==> config.mk <==
export PLATFORM = sky130hd
export DESIGN_NAME = bcd_cascade_counter
export DESIGN_NICKNAME = d
export VERILOG_FILES = /design/src/rtl/bcd_cascade_pkg.sv /design/src/rtl/bcd_digit_stage.sv /design/src/rtl/bcd_cascade_counter.sv
export SDC_FILE = /design/constraint.sdc
export NUM_CORES = 1
export LEC_CHECK = 0
export CELL_PAD_IN_SITES_DETAIL_PLACEMENT = 0
export CELL_PAD_IN_SITES_GLOBAL_PLACEMENT = 1
export CORE_AREA = 10 10 47 49
export CTS_BUF_LIST = sky130_fd_sc_hd__clkbuf_8
export DETAILED_ROUTE_END_ITERATION = 7
export DIE_AREA = 0 0 57 59
export DONT_BUFFER_PORTS = 1
export PLACE_DENSITY = 0.6
export SLEW_MARGIN = 15
export SYNTH_ARGS = -nofsm -noshare
export SYNTH_HDL_FRONTEND = slang
export SYNTH_HIERARCHICAL = 1
export SYNTH_SLANG_ARGS = --single-unit
==> constraint.sdc <==
create_clock -name clk -period 2.43 [get_ports clk]
set_input_delay 0.486 -clock clk [delete_from_list [all_inputs] [get_ports clk]]
set_output_delay 0.486 -clock clk [all_outputs]
set_load 0.1 [all_outputs]
==> src/rtl/bcd_cascade_pkg.sv <==
package bcd_cascade_pkg;
    localparam int DIGIT_W   = 4;
    localparam int DIGIT_MAX = 9;

    typedef logic [DIGIT_W-1:0] digit_t;

    typedef struct packed {
        digit_t val;
    } digit_state_t;

    typedef struct packed {
        logic div10;
        logic div100;
    } pulse_state_t;
endpackage

==> src/rtl/bcd_digit_stage.sv <==
module bcd_digit_stage
    import bcd_cascade_pkg::*;
(
    input  logic   clk,
    input  logic   rst,
    input  logic   cnt_en,
    output digit_t q,
    output logic   tc
);
    digit_state_t st_d, st_q;
    digit_t       tog;

    always_comb begin
        digit_t v;
        v      = st_q.val;
        tog[0] = 1'b1;
        tog[1] = v[0] & ~v[3];
        tog[2] = v[1] & v[0];
        tog[3] = (v[2] & v[1] & v[0]) | (v[3] & v[0]);
        st_d   = st_q;
        if (rst) begin
            st_d.val = '0;
        end else if (cnt_en) begin
            st_d.val = v ^ tog;
        end
    end

    always_ff @(posedge clk) begin
        st_q <= st_d;
    end

    assign q  = st_q.val;
    assign tc = cnt_en && (st_q.val == digit_t'(DIGIT_MAX));

    // a clear wins over counting
    a_r1_reset_clears: assert property (@(posedge clk) rst |=> q == '0);
    // the digit stays a valid BCD value
    a_r3_bcd_range: assert property (@(posedge clk) disable iff (rst)
        $past(!rst) |-> q <= digit_t'(DIGIT_MAX));
    // step by one below 9
    a_r2_step: assert property (@(posedge clk) disable iff (rst)
        (cnt_en && q != digit_t'(DIGIT_MAX)) |=> q == $past(q) + 1'b1);
    // wrap after terminal count
    a_r2_wrap: assert property (@(posedge clk) disable iff (rst)
        tc |=> q == '0);
    // hold while disabled
    a_r6_hold: assert property (@(posedge clk) disable iff (rst)
        !cnt_en |=> $stable(q));
endmodule

==> src/rtl/bcd_cascade_counter.sv <==
module bcd_cascade_counter
    import bcd_cascade_pkg::*;
(
    input  logic       clk,
    input  logic       rst,
    input  logic       en,
    output logic [3:0] digit_lo,
    output logic [3:0] digit_hi,
    output logic       tc_lo,
    output logic       tc_hi,
    output logic       div10_pulse,
    output logic       div100_pulse
);
    localparam int NUM_STAGES = 2;

    logic   stage_en [NUM_STAGES];
    logic   stage_tc [NUM_STAGES];
    digit_t stage_q  [NUM_STAGES];

    assign stage_en[0] = en;

    for (genvar i = 0; i < NUM_STAGES; i++) begin : g_stage
        bcd_digit_stage u_digit (
            .clk    (clk),
            .rst    (rst),
            .cnt_en (stage_en[i]),
            .q      (stage_q[i]),
            .tc     (stage_tc[i])
        );
        if (i + 1 < NUM_STAGES) begin : g_link
            assign stage_en[i+1] = stage_tc[i];
        end
    end

    pulse_state_t pl_d, pl_q;

    always_comb begin
        pl_d = '0;
        if (!rst) begin
            pl_d.div10  = stage_tc[0];
            pl_d.div100 = stage_tc[NUM_STAGES-1];
        end
    end

    always_ff @(posedge clk) begin
        pl_q <= pl_d;
    end

    assign digit_lo     = stage_q[0];
    assign digit_hi     = stage_q[1];
    assign tc_lo        = stage_tc[0];
    assign tc_hi        = stage_tc[1];
    assign div10_pulse  = pl_q.div10;
    assign div100_pulse = pl_q.div100;

    // the tens stage can only end a cycle when the units stage does
    a_r5_tc_chain: assert property (@(posedge clk) disable iff (rst) tc_hi |-> tc_lo);
    // the tens digit holds when the units stage does not carry
    a_r5_hi_hold: assert property (@(posedge clk) disable iff (rst)
        !tc_lo |=> $stable(digit_hi));
    // no terminal count while disabled
    a_r6_no_tc: assert property (@(posedge clk) disable iff (rst)
        !en |-> !tc_lo && !tc_hi);
    // the divide-by-10 pulse follows a units wrap
    a_r7_div10_after_wrap: assert property (@(posedge clk) disable iff (rst)
        div10_pulse |-> digit_lo == '0);
    // the divide-by-100 pulse coincides with a divide-by-10 pulse at 00
    a_r8_div100_nested: assert property (@(posedge clk) disable iff (rst)
        div100_pulse |-> div10_pulse && digit_hi == '0);
endmodule

==> key figures <==
Setup path
  • Worst r2r src: g_stage[0].u_digit/q[0]$_SDFFE_PP0P_
  • Crit path launch: g_stage[0].u_digit/q[0]$_SDFFE_PP0P_
  • Crit path buffers/inverters: 1
  • R2R depth: 6
  • Critical R2R Capture: div100_pulse$_SDFF_PP0_
  • Most used cell, CP: nor4b_4
  • Reg-to-reg setup timing slack: 0.85 ns
  • Worst Path Max Fanout: 2
  • Crit end category: primary output
  • CP Data Arrival Time: 1.61 ns
  • CP max stage delay: 0.35 ns
  • Setup crit end: tc_hi
  • Slowest stage cell, crit path: dfxtp_4
  • Required time of the worst setup path: 1.94 ns
  • CP Cell Sequence: nand2_4 > nor4b_4 > nand2_1 > nor4b_4 > buf_12
  • CP Depth: 5
  • Setup crit start kind: flop
  • Setup CP Type: flop to primary output
  • Critical path's top delay family: simple AND/OR/NAND/NOR gates

Global routing
  • GRT Total Usage: 0.0670
  • Largest net degree at the start of global routing: 17
  • Number of antenna violations at the first check in global routing: 0
  • Vias in the first global route: 420
  • Grt ovf: 0
  • First-pass GRT wire length: 1790 um

Synth
  • Synthesized area per cell: 10.5 sq um
  • Mapped Cells: 42
  • Synthesized cell area: 443 sq um
  • Seq/Total Area, Yosys: 0.452
  • Flip-flop and latch count after synthesis: 10
  • Syn_nets: 45
  • Yosys warnings: 6
  • Netlist cell types: 12

STA
  • Worst Tran Pin Value: 0.317 ns
  • RSZ-0062 raised after global routing: no
  • Clock period minus worst slack: 2.10 ns
  • Fmax: 0.477 GHz
  • Clk_skew: 0.00454 ns
  • Hold Vio Cnt, Final: 0
  • Hold Slack: 0.313 ns
  • Final slew viol count: 0
  • PnR worst setup slack: 0.332 ns
  • Slew headroom: 0.788
  • Setup violations, final: 0
  • Final period util: 0.863
  • Setup TNS: 0 ns

Place
  • Setup WS pre-CTS: 0.424 ns
  • Port Buffers: 0
  • Detailed Place HPWL: 942 um
  • Routability cong.: 0.766
  • Area after DPL: 621 sq um

Detailed routing
  • DRT Pass-1 Iters: 2
  • DR iter-0 viols: 2
  • DR vias/cell: 4.69
  • Per-cell routed wire length: 14.9 um
  • ANT nets after route: 0
  • Vias: 352
  • DRT Wirelength: 1120 um
  • Drt drc: 0

Clock network
  • CTS Buf Count: 3
  • Setup repair bufs after CTS: 0
  • Clock slew at reported path FFs: 0.05 ns
  • Hold Buf Count CTS: 0
  • CTS tree: built
  • Post-CTS Resized: 0
  • H-tree levels: 1
  • Clk buf depth: 2
  • Worst skew pair latency: 0.23 ns
  • Root Driver: clkbuf_8
  • Clk sinks: 10

Finish
  • ANT cells: 0
  • Area grow syn2layout: 50.3%
  • Filler cells: 143
  • Non-Filler Cell Area, Final: 666 sq um
  • Layout cells sized above 1: 0.492
  • Final Util: 0.475
  • Nets@finish: 63

Run status
  • Status: complete, no violations

Floorplanning
  • Initial Util: 0.316
  • Row Count: 14
  • Die height: 59 um
  • Core area: 0.00140 sq mm
  • I/O pins: 15
  • Die Width: 57 um
  • Die Footprint: 0.00336 sq mm

Pwr
  • Pwr/cell area: 580 mW/mm^2
  • VDD IR max: 0.291 mV
  • Pleak: 0.281 nW

Run
  • Max cap viols: 0

Hold path
  • Worst hold path class: input pin to flop
[stage by stage]
stage | power (W) | std cells
finish | 0.000386 | 75
global route | 0.000403 | 75
CTS | 0.000393 | 75
detailed placement | 0.000221 | 71
global placement | 0.000219 | 71
floorplan | 0.000212 | 42
[layout make-up]
| class | count | area [sq um] | area share |
|---|---|---|---|
| inverter | 2 | 7.51 | 0.0113 |
| timing repair buffer | 13 | 110 | 0.165 |
| tap | 16 | 20.0 | 0.0301 |
| sequential | 10 | 210 | 0.316 |
| clock buffer | 3 | 41.3 | 0.0620 |
| multi-input combinational | 30 | 273 | 0.410 |
| clock inverter | 1 | 3.75 | 0.00564 |
[report_power, final]
group | total [W] | leakage, nW | switching [W] | internal [W]
registers | 0.000171 | 0.0832 | 0.00000348 | 0.000167
logic | 0.0000465 | 0.171 | 0.0000342 | 0.0000123
clock network | 0.000169 | 0.0269 | 0.0000589 | 0.000110
total | 0.000386 | 0.281 | 0.0000966 | 0.000290
[Yosys cell counts]
master | n | area [sq um]
dfxtp_1 | 10 | 200
nor2_1 | 6 | 22.5
nor2b_1 | 6 | 37.5
mux2_4 | 4 | 60.1
a32o_1 | 2 | 20.0
and3_4 | 2 | 22.5
inv_1 | 2 | 7.51
nand2_1 | 2 | 7.51
nand3b_1 | 2 | 15.0
nor3b_1 | 2 | 15.0
nor4b_1 | 2 | 17.5
xnor2_1 | 2 | 17.5
[worst reg2reg max path, cell delays in order (launching register included)]
cell,delay (ns)
dfxtp_4,0.35
nand2_4,0.05
nor4b_4,0.28
nand2_1,0.16
nor4b_4,0.32
buf_12,0.22
nor2b_1,0.13
[how the worst min path moves through the flow]
stage,startpoint,cells past startpoint,to,slack [ns]
finish,rst,1,g_stage[0].u_digit/q[0]$_SDFFE_PP0P_,0.31
global route,rst,1,g_stage[0].u_digit/q[0]$_SDFFE_PP0P_,0.31
CTS,rst,1,g_stage[0].u_digit/q[0]$_SDFFE_PP0P_,0.31
detailed placement,rst,1,g_stage[0].u_digit/q[0]$_SDFFE_PP0P_,0.55
global placement,rst,1,g_stage[0].u_digit/q[0]$_SDFFE_PP0P_,0.55
floorplan,rst,1,g_stage[0].u_digit/q[0]$_SDFFE_PP0P_,0.55
[per-layer routing]
layer,vias to the layer above,part of all wire,global-route usage
li1,181,-,-
met1,154,0.34,0.0581
met2,15,0.49,0.112
met3,2,0.15,0.0472
met4,0,0.013,0.0403
met5,-,0,0
[sequential cells by signal (all words and copies together) (netlist names)]
register and count:
g_stage.u_digit/q 8, div100_pulse 1, div10_pulse 1
[layout by cell type (no fill, tap or decap), types with 3 or more instances in the layout]
master | Yosys | final
buf_4 | 0 | 12
nor2b_1 | 6 | 6
clkbuf_8 | 0 | 3
nor2_1 | 6 | 6
mux2_4 | 4 | 4
inv_1 | 2 | 3
dfxtp_1 | 10 | 6
[kinds of logic after synthesis]
| group | synth area share |
|---|---|
| and+or+nand+nor | 0.311 |
| buffers and inverters | 0.0170 |
| DFF | 0.452 |
| xor gates and xnor gates | 0.0396 |
| muxes | 0.136 |
| AOI/OAI and AO/OA | 0.0452 |
Power figures use the tool's default switching activity.
